<file path="src/rtl/clmul_dual16x64.sv">
module clmul_dual16x64 #(
  parameter int DATA_BYTES = 8,
  parameter bit REGISTERED = 1'b1
) (
  input  logic                        clk,
  input  logic                        rst_n,
  input  logic                        valid_in,
  input  logic [15:0]                 coef_a,
  input  logic [8*DATA_BYTES-1:0]     data_a,
  input  logic [15:0]                 coef_b,
  input  logic [8*DATA_BYTES-1:0]     data_b,
  output logic                        valid_out,
  output logic [8*DATA_BYTES+15:0]    result
);
  localparam int COEF_W = 16;
  localparam int DATA_W = 8 * DATA_BYTES;
  localparam int RES_W  = DATA_W + COEF_W;
  localparam int RANKS  = DATA_BYTES + 1;

  function automatic logic [15:0] clmul8(input logic [7:0] a, input logic [7:0] b);
    logic [15:0] p;
    p = '0;
    for (int i = 0; i < 8; i++)
      if (b[i]) p = p ^ ({8'b0, a} << i);
    return p;
  endfunction

  logic [15:0]      rank_sum [RANKS];
  logic [RES_W-1:0] acc;

  genvar k;
  generate
    for (k = 0; k < RANKS; k++) begin : g_rank
      logic [15:0] lo_part, hi_part;
      if (k < DATA_BYTES) begin : g_lo
        assign lo_part = clmul8(coef_a[7:0], data_a[8*k +: 8])
                       ^ clmul8(coef_b[7:0], data_b[8*k +: 8]);
      end else begin : g_lo_none
        assign lo_part = '0;
      end
      if (k > 0) begin : g_hi
        assign hi_part = clmul8(coef_a[15:8], data_a[8*(k-1) +: 8])
                       ^ clmul8(coef_b[15:8], data_b[8*(k-1) +: 8]);
      end else begin : g_hi_none
        assign hi_part = '0;
      end
      assign rank_sum[k] = lo_part ^ hi_part;
    end
  endgenerate

  always_comb begin
    acc = '0;
    for (int r = 0; r < RANKS; r++)
      acc = acc ^ (RES_W'(rank_sum[r]) << (8 * r));
  end

  generate
    if (REGISTERED) begin : g_reg
      logic             vld_q;
      logic [RES_W-1:0] res_q;

      always_ff @(posedge clk) begin
        if (!rst_n) begin
          vld_q <= 1'b0;
          res_q <= '0;
        end else begin
          vld_q <= valid_in;
          if (valid_in) res_q <= acc;
        end
      end

      assign valid_out = vld_q;
      assign result    = res_q;

      a_r2_valid_rises: assert property (@(posedge clk) disable iff (!rst_n)
        valid_in |=> valid_out);
      a_r2_valid_drops: assert property (@(posedge clk) disable iff (!rst_n)
        !valid_in |=> !valid_out);
      a_r3_hold_when_idle: assert property (@(posedge clk) disable iff (!rst_n)
        !valid_in |=> $stable(result));
      a_r5_zero_coefs: assert property (@(posedge clk) disable iff (!rst_n)
        (valid_in && coef_a == '0 && coef_b == '0) |=> (result == '0));
      a_r6_identity: assert property (@(posedge clk) disable iff (!rst_n)
        (valid_in && coef_a == 16'd1 && coef_b == '0) |=> (result == {16'b0, $past(data_a)}));
      a_r7_top_byte: assert property (@(posedge clk) disable iff (!rst_n)
        (valid_in && coef_a[15:8] == '0 && coef_b[15:8] == '0) |=> (result[RES_W-1 -: 8] == '0));
    end else begin : g_comb
      assign valid_out = valid_in;
      assign result    = acc;

      always_comb begin
        if (coef_a == '0 && coef_b == '0)
          a_r5_zero_comb: assert (result == '0);
      end
    end
  endgenerate
endmodule

</file>
<file path="config.mk">
export PLATFORM = sky130hd
export DESIGN_NAME = clmul_dual16x64
export DESIGN_NICKNAME = d
export VERILOG_FILES = /design/src/rtl/clmul_dual16x64.sv
export SDC_FILE = /design/constraint.sdc
export NUM_CORES = 2
export LEC_CHECK = 0
export BUFFER_PORTS_ARGS = -buffer_cell sky130_fd_sc_hd__buf_4
export CAP_MARGIN = 15
export CORE_ASPECT_RATIO = 1.4
export CORE_MARGIN = 3
export CORE_UTILIZATION = 30
export CTS_CLUSTER_SIZE = 20
export DETAILED_ROUTE_END_ITERATION = 6
export SLEW_MARGIN = 10
export SYNTH_ARGS = -nofsm -noshare
export SYNTH_HDL_FRONTEND = slang
export SYNTH_SLANG_ARGS = --single-unit
</file>
<file path="constraint.sdc">
create_clock -name clk -period 1.5 [get_ports clk]
set_input_delay 0.15 -clock clk [delete_from_list [all_inputs] [get_ports clk]]
set_output_delay 0.15 -clock clk [all_outputs]
set_load 0.02 [all_outputs]
</file>
==> results.toml <==
[outcome]
status = "finished, final reports clean"

[synth]
seq_area_frac_synth_pct = 5.18
synthCells = 4764
yosysWarnings = 0
ys_types = 14
synth_area_sq_um = 30900
syn_avg_cell_area_sq_um = 6.49
ys_ff_latch = 80
syn-num-nets = 4927

[placed_design]
gp_congestion = 1.01
dp_slack_ns = -0.675
port_buffers = 242
post_dp_cell_area_sq_um = 39300
dp_hpwl_mm = 112

[timing]
holdWs_ns = 0.0324
fmax_mhz = 669
slew_violations = 0
final_hold_viol_count = 0
period_needed_ns = 1.50
tns_ns = 0
rsz0062_at_grt = "true"
finalCritPeriodShare_pct = 99.7
setup_violations = 0
fin_ws_ns = 0.00425
fin_worst_skew_ns = 0

[worst_setup_path]
arrival_ns = 1.82
critPathMaxFanout = 14
crit_type = "in2reg"
crit_required_ns = 1.82
end_kind = "flop"
startpoint_type = "primary input"

[final_layout]
final_area_sq_um = 40800
mostFrequentLayoutCell = "nand2_1"
synthToLayoutAreaGrowth_pct = 31.9
filler_cell_count = 10400
drive_gt1_share_pct = 22.0
layout_common_cells = "2,058 x nand2_1, 1,537 x xnor2_1, 876 x buf_4"
fin_util_pct = 40.1
multiInputGateArea_sq_um = 26200
nets = 5538
register_area_sq_um = 1600

[routing]
dr.pass1.iters = 6
vias = 34100
ant_nets = 0
routedWlPerCell_um = 22.8
first_iter_violations = 3512
drc = 0
routed_wl_mm = 153
viasPerCell = 5.08

[global_routing]
overflow = 0
grt_usage_pct = 27.4
grt_start_max_net_pins = 45
antenna_found_initial = 4
grt_pass1_vias = 33700
grt_first_pass_wirelength_mm = 220

[power]
switchingPower_mw = 15.6
switching_share_pct = 46.9
p_comb_share_pct = 80.5
ir_drop_mv = 0.574
power_density_nw_per_um2 = 815
p_seq_share_pct = 10.2
intPower_mw = 17.6
p_clk_share_pct = 9.3
leakage_nw = 17.0

[clock_tree]
clkLatencyLatePin_ns = 0.43
clk_path_buf_depth = 2
cts_sinks = 80
cts_buffers = 9
clkSlewWorstSetupHoldPaths_ns = 0.10
cts_hold_buffers = 0
cts_tree = "done"
cts_root_buf = "clkbuf_16"
cts-htree-levels = 3

[run]
cap_viol_max_count = 0

[floorplanning]
die_area_sq_um = 107000
rows = 138
core_sq_um = 102000
start_util_pct = 30.4
dieHeight_um = 386
die_x_um = 277
io_pins = 244

[worst_hold_path]
min_path_type = "in2reg"
## registers in the layout, summed over array words and instances, names as in the netlist
signal     cells
result        79
valid_out      1
## area by class of cell
cell class	instances	share of cell area [%]
antenna	1	0.00614
clock buffer	10	0.586
clock inverter	6	0.282
multi-input combinational	4177	64.4
sequential	80	3.93
tap	1330	4.08
timing repair buffer	1107	26.8
## cell families after synthesis
kind of cell,synth area share (%)
other,0.0121
xor gates and xnor gates,55.8
buffers and inverters,11.4
DFF,5.18
and+or+nand+nor,25.1
AOI/OAI and AO/OA,2.56
## what timing repair did
action                                  CTS  global route
endpoints found under the setup margin   11            42
resized for setup                        15           108
gates cloned                              0             6
setup buffers                             5            19
pin swaps                                14            90
hold endpoints to repair                  0             0
## metal layers
layer | routed length [um] | GRT usage (%)
met3 | 15500 | 5.47
met2 | 66800 | 43.8
met5 | 36 | 0
met1 | 56100 | 31.9
met4 | 14700 | 22.2
## worst max-delay path, stage by stage
cell and delay, ns:
buf_6 0.17, buf_12 0.19, buf_8 0.16, nand2_1 0.10, xnor2_2 0.19, xnor2_1 0.15, xnor2_1 0.11, xnor2_1 0.26
xnor2_1 0.21, a21oi_1 0.11
## power groups by stage
stage,Clock (mW),Sequential (mW),Combinational (mW)
after CTS,3.17,3.40,25.9
after floorplan,0,4.00,16.7
after global placement,0,3.46,25.5
after global routing,3.17,3.46,28.3
final,3.10,3.39,26.7
after detailed placement,0,3.44,25.6
## cells in the mapped netlist (all sizes together)
library cell | number | area (sq um)
a21oi | 63 | 315
and2 | 1 | 6.26
buf | 450 | 3260
clkbuf | 57 | 253
conb | 1 | 3.75
dfxtp | 80 | 1600
nand2 | 2064 | 7750
o211a | 16 | 160
o21ai | 63 | 315
xnor2 | 1587 | 13900
xor2 | 382 | 3350
## worst paths after layout
| path | startpoint | endpoint | slack (ns) | depth (start not counted) |
|---|---|---|---|---|
| worst max-delay path | coef_a[8] | result[25] | 0.004 | 10 |
| worst min-delay path | valid_in | result[59] | 0.03 | 2 |
| worst max register to register | result[50] | result[50] | 0.66 | 2 |
| worst min register to register | result[7] | result[7] | 0.48 | 1 |
## through the flow
step | total power [mW] | instances
after CTS | 32.4 | 6686
after global routing | 34.9 | 6710
after global placement | 28.9 | 6666
after floorplan | 20.7 | 4764
after detailed placement | 29.0 | 6666
final | 33.2 | 6711
(Power assumes the default switching activity.)
